<file path="config.mk">
export PLATFORM = sky130hd
export DESIGN_NAME = fsq32_seq
export DESIGN_NICKNAME = d
export VERILOG_FILES = /design/src/rtl/fsq_pkg.sv /design/src/rtl/fsq_unpack.sv /design/src/rtl/fsq_stage.sv /design/src/rtl/fsq_recur.sv /design/src/rtl/fsq_pack.sv /design/src/rtl/fsq32_seq.sv
export SDC_FILE = /design/constraint.sdc
export NUM_CORES = 1
export LEC_CHECK = 0
export CORE_MARGIN = 2
export CORE_UTILIZATION = 30
export DETAILED_ROUTE_END_ITERATION = 8
export PLACE_DENSITY = 0.53
export SYNTH_ARGS = -nofsm -noshare
export SYNTH_HDL_FRONTEND = slang
export SYNTH_SLANG_ARGS = --single-unit
</file>
<file path="constraint.sdc">
create_clock -name clk -period 5.2 [get_ports clk]
set_clock_uncertainty 0.1 [all_clocks]
set_input_delay 0.78 -clock clk [delete_from_list [all_inputs] [get_ports clk]]
set_output_delay 0.78 -clock clk [all_outputs]
set_load 0.01 [all_outputs]
</file>
<file path="src/rtl/fsq_pkg.sv">
// Shared widths and types for the sequential binary32 square-root unit.
// Assumes binary32 layout: sign, 8-bit biased exponent, 23-bit fraction.
package fsq_pkg;
    localparam int WORD   = 32;
    localparam int EXP_W  = 8;
    localparam int FRAC_W = 23;
    localparam int MANT_W = FRAC_W + 1;     // significand with hidden bit
    localparam int SIG_W  = MANT_W + 1;     // significand after odd-exponent doubling
    localparam int ROOT_W = MANT_W + 1;     // root bits: 24 kept plus one round bit
    localparam int DIG_W  = 2 * ROOT_W;     // radicand bits consumed by the recurrence
    localparam int REM_W  = ROOT_W + 3;     // partial remainder width
    localparam int LZ_W   = $clog2(FRAC_W + 1);
    localparam int BEXP_W = EXP_W + 1;      // twice-biased exponent workspace

    typedef enum logic [1:0] {
        K_FINITE = 2'd0,
        K_ZERO   = 2'd1,
        K_INF    = 2'd2,
        K_NAN    = 2'd3
    } kind_e;

    typedef struct packed {
        logic              sgn;
        kind_e             kind;
        logic [EXP_W-1:0]  rexp;
        logic [SIG_W-1:0]  sig;
    } opnd_t;
endpackage

</file>
<file path="src/rtl/fsq_unpack.sv">
// Operand classifier and normalizer.
// Sorts the operand into finite / zero / infinity / NaN-producing classes,
// left-justifies a subnormal fraction, doubles the significand when the
// unbiased exponent is odd and produces the biased exponent of the root.
// Purely combinational; assumes a binary32 input word.
module fsq_unpack
    import fsq_pkg::*;
(
    input  logic [WORD-1:0] arg,
    output opnd_t           opnd
);
    logic              sgn;
    logic [EXP_W-1:0]  efld;
    logic [FRAC_W-1:0] ffld;
    logic [LZ_W-1:0]   lz;
    logic              found;
    logic [MANT_W-1:0] mant;
    logic [BEXP_W-1:0] twice;   // unbiased exponent + 254, always positive
    logic              odd;

    assign {sgn, efld, ffld} = arg;

    // Leading-zero count of the fraction field, used only for subnormals.
    always_comb begin
        lz    = '0;
        found = 1'b0;
        for (int i = FRAC_W - 1; i >= 0; i--) begin
            if (!found && ffld[i]) begin
                lz    = LZ_W'(FRAC_W - 1 - i);
                found = 1'b1;
            end
        end
    end

    // Normalized significand and exponent-plus-254 for normal or subnormal input.
    always_comb begin
        if (efld == '0) begin
            mant  = {1'b0, ffld} << (lz + LZ_W'(1));
            twice = BEXP_W'(127) - BEXP_W'(lz);
        end else begin
            mant  = {1'b1, ffld};
            twice = BEXP_W'(efld) + BEXP_W'(127);
        end
    end

    // Parity fix-up, exponent halving and class selection.
    always_comb begin
        odd       = twice[0];
        opnd.sgn  = sgn;
        opnd.sig  = odd ? {mant, 1'b0} : {1'b0, mant};
        opnd.rexp = twice[BEXP_W-1:1];
        if (efld == '1 && ffld != '0)
            opnd.kind = K_NAN;
        else if (efld == '0 && ffld == '0)
            opnd.kind = K_ZERO;
        else if (sgn)
            opnd.kind = K_NAN;
        else if (efld == '1)
            opnd.kind = K_INF;
        else
            opnd.kind = K_FINITE;
    end
endmodule

</file>
<file path="src/rtl/fsq_stage.sv">
// One restoring square-root digit step.
// Appends the next two radicand bits to the partial remainder, tries to
// subtract (4*q + 1), and shifts the resulting root bit into q.
// Assumes the incoming remainder never exceeds 2*q.
module fsq_stage
    import fsq_pkg::*;
(
    input  logic [REM_W-1:0]  rem_i,
    input  logic [ROOT_W-1:0] q_i,
    input  logic [1:0]        pair,
    output logic [REM_W-1:0]  rem_o,
    output logic [ROOT_W-1:0] q_o
);
    logic [REM_W-1:0] rem_sh;
    logic [REM_W-1:0] trial;
    logic             fits;

    // Trial subtraction and remainder restore.
    always_comb begin
        rem_sh = {rem_i[REM_W-3:0], pair};
        trial  = REM_W'({q_i, 2'b01});
        fits   = (rem_sh >= trial);
        rem_o  = fits ? (rem_sh - trial) : rem_sh;
        q_o    = {q_i[ROOT_W-2:0], fits};
    end
endmodule

</file>
<file path="src/rtl/fsq_recur.sv">
// Iterative integer square-root engine.
// Resolves STEP root bits per clock through a generated chain of digit
// stages. STEP must divide ROOT_W (1 and 5 are used). 'start' loads a new
// radicand; 'done' is high once all root bits are resolved.
module fsq_recur
    import fsq_pkg::*;
#(
    parameter int STEP = 1
) (
    input  logic              clk,
    input  logic              rst_n,
    input  logic              start,
    input  logic [DIG_W-1:0]  radicand,
    output logic [ROOT_W-1:0] q_out,
    output logic              rem_nz,
    output logic              done
);
    localparam int NSTEPS = ROOT_W / STEP;
    localparam int CNT_W  = $clog2(NSTEPS + 1);

    logic [DIG_W-1:0]  dig_q;
    logic [REM_W-1:0]  rem_q;
    logic [ROOT_W-1:0] q_q;
    logic [CNT_W-1:0]  left_q;

    logic [REM_W-1:0]  rem_w [STEP+1];
    logic [ROOT_W-1:0] q_w   [STEP+1];

    assign rem_w[0] = rem_q;
    assign q_w[0]   = q_q;

    for (genvar g = 0; g < STEP; g++) begin : g_stage
        fsq_stage u_stage (
            .rem_i (rem_w[g]),
            .q_i   (q_w[g]),
            .pair  (dig_q[DIG_W-1-2*g -: 2]),
            .rem_o (rem_w[g+1]),
            .q_o   (q_w[g+1])
        );
    end

    // Load a radicand, then advance STEP digits per cycle until exhausted.
    always_ff @(posedge clk) begin
        if (!rst_n) begin
            dig_q  <= '0;
            rem_q  <= '0;
            q_q    <= '0;
            left_q <= '0;
        end else if (start) begin
            dig_q  <= radicand;
            rem_q  <= '0;
            q_q    <= '0;
            left_q <= CNT_W'(NSTEPS);
        end else if (left_q != '0) begin
            dig_q  <= dig_q << (2 * STEP);
            rem_q  <= rem_w[STEP];
            q_q    <= q_w[STEP];
            left_q <= left_q - CNT_W'(1);
        end
    end

    assign q_out  = q_q;
    assign rem_nz = (rem_q != '0);
    assign done   = (left_q == '0);

    // Restoring-root invariant: remainder never exceeds twice the partial root.
    p_rem_bound_r3: assert property (@(posedge clk) disable iff (!rst_n)
        rem_q <= REM_W'({q_q, 1'b0}));
endmodule

</file>
<file path="src/rtl/fsq_pack.sv">
// Result assembler.
// Rounds the 25-bit root to nearest-even using the round bit and the
// remainder, folds a rounding carry into the exponent, and substitutes
// the fixed words for zero, infinity and NaN classes. Combinational.
module fsq_pack
    import fsq_pkg::*;
(
    input  kind_e             kind,
    input  logic              sgn,
    input  logic [EXP_W-1:0]  rexp,
    input  logic [ROOT_W-1:0] q_in,
    input  logic              rem_nz,
    output logic [WORD-1:0]   word,
    output logic [2:0]        stat
);
    logic              bump;
    logic [MANT_W:0]   rounded;
    logic              carry;
    logic [EXP_W-1:0]  exp_out;
    logic [FRAC_W-1:0] frac_out;

    // Nearest-even increment and carry handling.
    always_comb begin
        bump     = q_in[0] & (rem_nz | q_in[1]);
        rounded  = {1'b0, q_in[ROOT_W-1:1]} + (MANT_W+1)'(bump);
        carry    = rounded[MANT_W];
        exp_out  = rexp + EXP_W'(carry);
        frac_out = carry ? '0 : rounded[FRAC_W-1:0];
    end

    // Class-dependent output word and flags.
    always_comb begin
        unique case (kind)
            K_ZERO: begin
                word = {sgn, {(WORD-1){1'b0}}};
                stat = 3'b000;
            end
            K_INF: begin
                word = {1'b0, {EXP_W{1'b1}}, {FRAC_W{1'b0}}};
                stat = 3'b010;
            end
            K_NAN: begin
                word = {1'b0, {EXP_W{1'b1}}, 1'b1, {(FRAC_W-1){1'b0}}};
                stat = 3'b100;
            end
            default: begin
                word = {1'b0, exp_out, frac_out};
                stat = {2'b00, ~carry & ~rounded[FRAC_W]};
            end
        endcase
    end
endmodule

</file>
<file path="src/rtl/fsq32_seq.sv">
// Sequential binary32 square root with load/busy handshake.
// Captures an operand on 'load' while idle, runs the digit-recurrence
// engine, and releases the rounded result after a fixed LATENCY cycles.
// FAST_CORE = 0: one root bit per cycle, 894-cycle latency.
// FAST_CORE = 1: five root bits per cycle, 257-cycle latency.
// Assumes 'load' is synchronous and 'arg_in' is known while it is high.
module fsq32_seq
    import fsq_pkg::*;
#(
    parameter bit FAST_CORE = 1'b0
) (
    input  logic            clk,
    input  logic            rst_n,
    input  logic [WORD-1:0] arg_in,
    input  logic            load,
    output logic [WORD-1:0] root,
    output logic [2:0]      status,
    output logic            busy
);
    localparam int STEP    = FAST_CORE ? 5 : 1;
    localparam int LATENCY = FAST_CORE ? 257 : 894;
    localparam int LAT_W   = $clog2(LATENCY);

    opnd_t             opnd_in;
    logic              take;
    logic              finish;
    logic              busy_q;
    logic [LAT_W-1:0]  cnt_q;
    kind_e             kind_q;
    logic              sgn_q;
    logic [EXP_W-1:0]  rexp_q;
    logic [WORD-1:0]   root_q;
    logic [2:0]        status_q;
    logic [ROOT_W-1:0] rec_q;
    logic              rec_rem_nz;
    logic              rec_done;
    logic [WORD-1:0]   word_nx;
    logic [2:0]        stat_nx;

    fsq_unpack u_unpack (
        .arg  (arg_in),
        .opnd (opnd_in)
    );

    assign take   = load & ~busy_q;
    assign finish = busy_q && (cnt_q == LAT_W'(LATENCY - 1));

    fsq_recur #(.STEP(STEP)) u_recur (
        .clk      (clk),
        .rst_n    (rst_n),
        .start    (take),
        .radicand ({opnd_in.sig, {(DIG_W-SIG_W){1'b0}}}),
        .q_out    (rec_q),
        .rem_nz   (rec_rem_nz),
        .done     (rec_done)
    );

    fsq_pack u_pack (
        .kind   (kind_q),
        .sgn    (sgn_q),
        .rexp   (rexp_q),
        .q_in   (rec_q),
        .rem_nz (rec_rem_nz),
        .word   (word_nx),
        .stat   (stat_nx)
    );

    // Handshake, fixed-latency count and result registers.
    always_ff @(posedge clk) begin
        if (!rst_n) begin
            busy_q   <= 1'b0;
            cnt_q    <= '0;
            kind_q   <= K_ZERO;
            sgn_q    <= 1'b0;
            rexp_q   <= '0;
            root_q   <= '0;
            status_q <= '0;
        end else if (take) begin
            busy_q <= 1'b1;
            cnt_q  <= '0;
            kind_q <= opnd_in.kind;
            sgn_q  <= opnd_in.sgn;
            rexp_q <= opnd_in.rexp;
        end else if (finish) begin
            busy_q   <= 1'b0;
            root_q   <= word_nx;
            status_q <= stat_nx;
        end else if (busy_q) begin
            cnt_q <= cnt_q + LAT_W'(1);
        end
    end

    assign root   = root_q;
    assign status = status_q;
    assign busy   = busy_q;

    // A capture always makes the unit busy on the following cycle.
    p_take_busy_r1: assert property (@(posedge clk) disable iff (!rst_n)
        (load && !busy) |=> busy);

    // The latency counter stays inside its window.
    p_cnt_window_r2: assert property (@(posedge clk) disable iff (!rst_n)
        busy_q |-> (cnt_q < LAT_W'(LATENCY)));

    // The engine has resolved every root bit before the result is released.
    p_engine_ready_r2: assert property (@(posedge clk) disable iff (!rst_n)
        finish |-> rec_done);

    // A NaN flag comes with a quiet NaN word.
    p_nan_quiet_r5: assert property (@(posedge clk) disable iff (!rst_n)
        status[2] |-> (root[30:23] == 8'hFF && root[22]));

    // An infinity flag comes with the +inf word.
    p_inf_word_r6: assert property (@(posedge clk) disable iff (!rst_n)
        status[1] |-> (root == 32'h7F80_0000));

    // Status flags are mutually exclusive.
    p_status_excl_r7: assert property (@(posedge clk) disable iff (!rst_n)
        $onehot0(status));

    // Outputs hold while an operation runs.
    p_hold_busy_r8: assert property (@(posedge clk) disable iff (!rst_n)
        (busy && $past(busy)) |-> ($stable(root) && $stable(status)));

    // A load while busy leaves the captured operand untouched.
    p_ignore_load_r9: assert property (@(posedge clk) disable iff (!rst_n)
        (load && busy_q) |=> ($stable(kind_q) && $stable(rexp_q) && $stable(sgn_q)));
endmodule

</file>
## Word-level counts from Yosys, hierarchy flattened

Cells that the tools add are included.

- Add/subtract/negate cells: 8
- Order comparisons: 1
- Equal/unequal tests: 5
- Shift operators: 1
- Multiplexer cells: 61
- Bitwise operators: 10
- Reductions and logical operators: 57

Operators by type and width:

| cell | number |
|---|---|
| $mux W50 | 2 |
| $pmux W32 S3 | 1 |
| $mux W5 | 9 |
| $mux W4 | 8 |
| $ge A28 B27 Y1 | 1 |
| $mux W28 | 1 |
| $reduce_bool A28 Y1 | 1 |
| $sub A28 B27 Y28 | 1 |
| $add A24 B1 Y25 | 1 |
| $logic_and A1 B1 Y1 | 25 |
| $mux W1 | 25 |
| $mux W25 | 1 |
| $mux W24 | 1 |
| $shl A23 B5 Y24 | 1 |
| $logic_not A23 Y1 | 1 |
| $mux W23 | 1 |
| $reduce_bool A23 Y1 | 1 |
| $logic_not A1 Y1 | 22 |
| $mux W2 | 6 |
| $mux W3 | 4 |
| $add A10 B1 Y10 const B | 1 |
| $eq A10 B10 Y1 const B | 1 |
| $add A8 B7 Y9 const B | 1 |
| $mux W9 | 1 |
| 16 further kinds | 26 |

- Flip-flop bits (word level): 140
- Bits of input ports: 35
- Output and inout port bits: 36
- Logic and storage cells: 155

## Logic depth before layout (Yosys ltp)

- Word-level depth: 72
- Gate-level depth with buffers: 18
- Depth with buffers taken out: 16

## Hierarchy

A second synthesis with hierarchy kept.

- Cell total of the unflattened synthesis: 1755
- Area, all modules: 13198.9 um^2

Modules (own cells, without submodules):

| module | times used | cells an instance | area each (um^2) | sequential area each (um^2) |
|---|---|---|---|---|
| fsq_recur | 1 | 562 | 4480.5 | 2162.1 |
| fsq_unpack | 1 | 470 | 3064.2 | 0.0 |
| fsq32_seq | 1 | 270 | 2502.4 | 1141.1 |
| fsq_stage | 1 | 315 | 2257.2 | 0.0 |
| fsq_pack | 1 | 138 | 894.6 | 0.0 |

## Least setup slack after synthesis

Ideal clock, no wire load.

- Kind: input port to flip-flop
- Start point: input port arg_in[21]
- End point: register u_recur.dig_q[40]
- Library setup time: 131 ps
- Arrival time: 4625 ps
- Data required time: 4969 ps
- Slack: 344 ps
- Stages on the path: 17
- Buffers on the path: 4
- Cell sequence: buf_6 or4_4 nor4_2 a211o_4 nor3_4 buf_6 inv_1 buf_2 ha_1 buf_1 xor2_4 mux2_2 mux4_2 nor2_2 a211oi_1 a2111oi_0 nor3_1

- Longest elaborated chain between the ends: 70
- Elaborated cells between the ends (all ways): 93
- Those cells by class: 2 x add/sub; 1 x shift; 47 x mux; 43 x reduce/logical

RTL lines:

| what | RTL line | text |
|---|---|---|
| start: declaration | fsq32_seq.sv:14 | `input logic [WORD-1:0] arg_in,` |
| $logic_and A1 B1 Y1 | fsq_unpack.sv:28 | `if (!found && ffld[i]) begin` |
| $mux W1 | fsq_unpack.sv:28 |  |
| $logic_not A1 Y1 | fsq_unpack.sv:28 |  |
| $logic_and A1 B1 Y1 | fsq_unpack.sv:28 |  |
| $mux W1 | fsq_unpack.sv:28 |  |
| $logic_not A1 Y1 | fsq_unpack.sv:28 |  |
| $logic_and A1 B1 Y1 | fsq_unpack.sv:28 |  |
| $mux W1 | fsq_unpack.sv:28 |  |
| [... 54 more ...] | - |  |
| $logic_not A1 Y1 | fsq_unpack.sv:28 |  |
| $logic_and A1 B1 Y1 | fsq_unpack.sv:28 |  |
| $mux W5 | fsq_unpack.sv:28 |  |
| $add A5 B1 Y5 | fsq_unpack.sv:38 | `mant = {1'b0, ffld} << (lz + LZ_W'(1));` |
| $shl A23 B5 Y24 | fsq_unpack.sv:38 |  |
| $mux W24 | fsq_unpack.sv:37 | `if (efld == '0) begin` |
| $mux W25 (*) | fsq_unpack.sv:50 | `opnd.sig = odd ? {mant, 1'b0} : {1'b0, mant};` |
| $mux W50 (*) | fsq_recur.sv:49 | `end else if (start) begin` |
| end signal: assignment | fsq_recur.sv:50 | `dig_q <= radicand;` |
| end signal: assignment | fsq_recur.sv:55 | `dig_q <= dig_q << (2 * STEP);` |
| end: declaration | fsq_recur.sv:21 | `logic [DIG_W-1:0] dig_q;` |

Every way passes the cells marked *; elsewhere a longest branch is shown, timed or not.
A chain may end at the register's enable or synchronous reset.

## Worst setup path after layout

- Start point: input port arg_in[5]
- End point: register u_recur.dig_q[40]

- Longest elaborated chain between the ends: 22
- Elaborated cells between the ends (all ways): 29
- Those cells by class: 2 x add/sub; 1 x shift; 15 x mux; 11 x reduce/logical

RTL lines:

| what | RTL line |
|---|---|
| $logic_and A1 B1 Y1 | fsq_unpack.sv:28 |
| $mux W1 | fsq_unpack.sv:28 |
| $logic_not A1 Y1 | fsq_unpack.sv:28 |
| $logic_and A1 B1 Y1 | fsq_unpack.sv:28 |
| $mux W1 | fsq_unpack.sv:28 |
| $logic_not A1 Y1 | fsq_unpack.sv:28 |
| $logic_and A1 B1 Y1 | fsq_unpack.sv:28 |
| $mux W1 | fsq_unpack.sv:28 |
| [... 6 more ...] | - |
| $logic_not A1 Y1 | fsq_unpack.sv:28 |
| $logic_and A1 B1 Y1 | fsq_unpack.sv:28 |
| $mux W5 | fsq_unpack.sv:28 |
| $add A5 B1 Y5 | fsq_unpack.sv:38 |
| $shl A23 B5 Y24 | fsq_unpack.sv:38 |
| $mux W24 | fsq_unpack.sv:37 |
| $mux W25 (*) | fsq_unpack.sv:50 |
| $mux W50 (*) | fsq_recur.sv:49 |

Marks and branches as above.

==> results.py <==
metrics = {
    "status": {
        "status": "finished clean",
    },
    "sta": {
        "worst_slew_pin_slew_ns": 1.07,
        "drv_slew": 0,
        "rsz0062_at_grt": "false",
        "slew-limit-headroom_pct": 28.6,
        "whs_ns": 0.349,
        "fin_crit_ns": 4.54,
        "setup_violations": 0,
        "fin_tns_setup_ns": 0,
        "hold_viol": 0,
        "fmax_mhz": 220,
        "fin_crit_sh_pct": 87.3,
    },
    "critical_path": {
        "crit_path_start_kind": "input port",
        "rr_startpoint": "u_recur.q_out[0]",
        "arrival_ns": 4.74,
        "reg2reg_setup_slack_ns": 1.47,
        "reg2reg_to": "root[29]",
        "cp.required_ns": 5.40,
        "critPathTopFamily": "simple AND/OR/NAND/NOR gates",
        "cp_common_cell": "nor3_1",
        "crit_slowest_cell": "clkdlybuf4s50_1",
        "crit_fanout": 8,
        "path_cells": "clkdlybuf4s50_1 -> nor4_1 -> nor2b_1 -> nand2b_1 -> nor3_1 -> or4_1 -> ha_1 -> xor2_4 -> mux2_2 -> mux4_2 -> nor2_2 -> a211oi_1 -> a2111oi_0 -> nor3_1",
        "critical_path_class": "input port to register",
        "cp.depth": 14,
        "cp.buffers_inverters": 1,
        "r2r_cells": 16,
        "end_kind": "register",
        "max_stage_delay_ns": 0.60,
    },
    "logic_synthesis": {
        "yosysSeqAreaShare_pct": 28.2,
        "synth_ff_type": "dfxtp_1",
        "synth_edf_count": 0,
        "ys_ff_latch": 140,
        "synth_cell_types": 82,
        "async_flop_share_pct": 0,
        "syn_area_sq_um": 9920,
        "syn_nets": 1369,
        "yosysWarnings": 0,
        "avgSynthCellArea_sq_um": 7.65,
        "syn_inst": 1297,
    },
    "pwr": {
        "ir_worst_vdd_mv": 0.257,
        "power.density_nw_per_um2": 382,
        "p_leak_nw": 4.35,
    },
    "cells_and_area": {
        "diodes": 0,
        "drive_above_1_share_pct": 9.88,
        "final_cells": 1798,
        "finalCoreUtilization_pct": 36.2,
        "fill_cells": 3466,
        "nets": 1416,
        "synthToLayoutAreaGrowth_pct": 18.8,
    },
    "floorplan": {
        "die-area_sq_um": 34600,
        "fp.dieW_microns": 186,
        "fp.dieH_microns": 186,
        "coreArea_sq_um": 32500,
        "io-pin-count": 71,
        "rows": 66,
        "initial_core_util_pct": 30.5,
    },
    "clock_tree": {
        "cts_num_sinks": 140,
        "clk_pin_slew_worst_paths_ns": 0.06,
        "htree_num_levels": 4,
        "cts_hold_buffers": 0,
        "cts_resized": 0,
        "post_cts_buffers": 0,
        "clockBufferDepth": 2,
        "clk_latency_ns": 0.42,
        "cts_inserted_buffers": 17,
        "root_buffer": "clkbuf_16",
        "cts_tree": "built",
    },
    "min_path": {
        "min_delay_path_depth": 2,
        "hold_start": "root[19]",
        "hp-class": "register to register",
        "min_to": "root[19]",
    },
    "route": {
        "finalWirelength_microns": 30200,
        "viasPerCell": 5.32,
        "drtAntennaViolNets": 0,
        "first_pass_iters": 5,
        "vias": 9569,
        "drc": 0,
        "avgRoutedWirePerCell_microns": 16.8,
        "drtIter0Drc": 857,
    },
    "grt": {
        "grt.total_usage_pct": 17.9,
        "grt_pass1_wl_microns": 49200,
        "antenna_found_initial": 0,
        "grt_pass1_vias": 9107,
        "grt_max_degree": 101,
        "overflow": 0,
    },
    "placed_design": {
        "finalWeightedCongestion": 0.897,
        "numPortBuffers": 70,
        "dp.cells": 1767,
        "hpwl_microns": 22300,
    },
    "job": {
        "maxCapViolCount": 0,
    },
}
[placed cells by master (no fill, tap or decap), drive strengths merged, types with 40 or more instances in the layout]
cell type	count
nand2	193
dfxtp	140
a21oi	110
o21ai	94
nor2	90
clkdlybuf4s50	69
buf	53
inv	50
nand3	46
xnor2	43
nor3	40
[metal layers]
| layer | track usage [%] | wire (microns) |
|---|---|---|
| met1 | 22.8 | 13800 |
| met2 | 30.9 | 14500 |
| met3 | 2.31 | 1060 |
| met4 | 6.43 | 809 |
| met5 | 0 | 0 |
[worst reg2reg max path, stage by stage, from the launching register on]
cell     delay, ns
dfxtp_1       0.39
inv_1         0.11
nor2_1        0.26
ha_1          0.25
nand3_1       0.19
nor3_1        0.34
and2_1        0.29
inv_1         0.06
nor2_1        0.23
and3_1        0.27
ha_1          0.24
ha_1          0.20
and3_1        0.21
nand3_1       0.10
xor2_1        0.15
o21ai_0       0.15
o211a_1       0.16
[metrics by stage]
stage	power (mW)	setup WS, ns	cell area [sq um]
after floorplan	2.84	0.344	9920
after CTS	4.53	0.671	11800
after global routing	4.85	0.296	11800
after global placement	3.31	0.290	11200
final	4.50	0.659	11800
after detailed placement	3.31	0.234	11200
[logic make-up (layout without fill, tap and decap cells)]
family | after synthesis | in the layout | share of synthesized area, %
adders and majority gates | 37 | 37 | 4.66
and+or+nand+nor | 492 | 492 | 23.9
xor gates and xnor gates | 61 | 61 | 5.57
AOI/OAI and AO/OA | 363 | 363 | 23.5
buffers and inverters | 142 | 201 | 5.72
DFF | 140 | 140 | 28.2
muxes | 62 | 62 | 8.40
[cell usage after synthesis (5+ instances only)]
cell      instances  area [sq um]
or3_1             7          43.8
a21oi_1         110           551
ha_1             37           463
mux4_2           15           338
nand2b_1         13          81.3
a211o_1           5          43.8
a21boi_0          8          60.1
nand2_1         193           724
o221ai_1          5          43.8
mux2_2            7          78.8
and2_1           11          68.8
mux2i_1          39           390
a22oi_1           7          52.6
and4_1            5          43.8
a21o_1           13          97.6
o211ai_1         11          82.6
or4_1             5          37.5
dfxtp_1         140          2800
o21ai_0          91           455
clkbuf_1         67           251
buf_2            13          65.1
a211oi_1         15           113
nor4_1           15          93.8
o31ai_1          11          82.6
nand3_1          46           230
xnor2_1          43           377
o211a_1           7          70.1
inv_1            47           176
o21a_1            7          52.6
a31oi_1          13          81.3
and3_1            7          43.8
a221o_1           8          80.1
nor2b_1          20           125
xor2_1           17           149
o21bai_1          5          37.5
nor2_1           89           334
nor3_1           38           190
o22ai_1           9          56.3
nand4_1          19           119
a221oi_1          8          70.1
buf_1            11          41.3
[sequential cells by signal, summed over array words and instances (netlist names), 2 cells and up]
register,count
u_recur.dig_q,25
kind_q,2
rexp_q,8
u_recur.left_q,5
u_recur.rem_q,28
cnt_q,10
root,32
status,3
u_recur.q_out,25
[worst max path at each step]
| stage | to | start | slack (ns) |
|---|---|---|---|
| 6_report | u_recur.dig_q[40] | arg_in[5] | 0.66 |
| 5_1_grt | u_recur.dig_q[40] | arg_in[5] | 0.30 |
| 4_1_cts | u_recur.dig_q[40] | arg_in[5] | 0.67 |
| 3_5_place_dp | u_recur.dig_q[40] | arg_in[5] | 0.23 |
| 3_3_place_gp | u_recur.dig_q[40] | arg_in[21] | 0.29 |
| 2_1_floorplan | u_recur.dig_q[40] | arg_in[21] | 0.34 |
[cell type report]
type | instances | area [sq um] | area share, %
multi-input combinational | 1015 | 6570 | 55.7
tap | 442 | 553 | 4.69
sequential | 140 | 2800 | 23.8
clock buffer | 19 | 443 | 3.76
clock inverter | 12 | 139 | 1.18
timing repair buffer | 122 | 1100 | 9.32
inverter | 48 | 180 | 1.53
[power breakdown]
group / switching (mW) / total, mW / internal (mW)
registers: 0.100 / 1.28 / 1.18
logic: 1.17 / 2.02 / 0.847
clock network: 0.484 / 1.21 / 0.721
(Power assumes the default switching activity.)
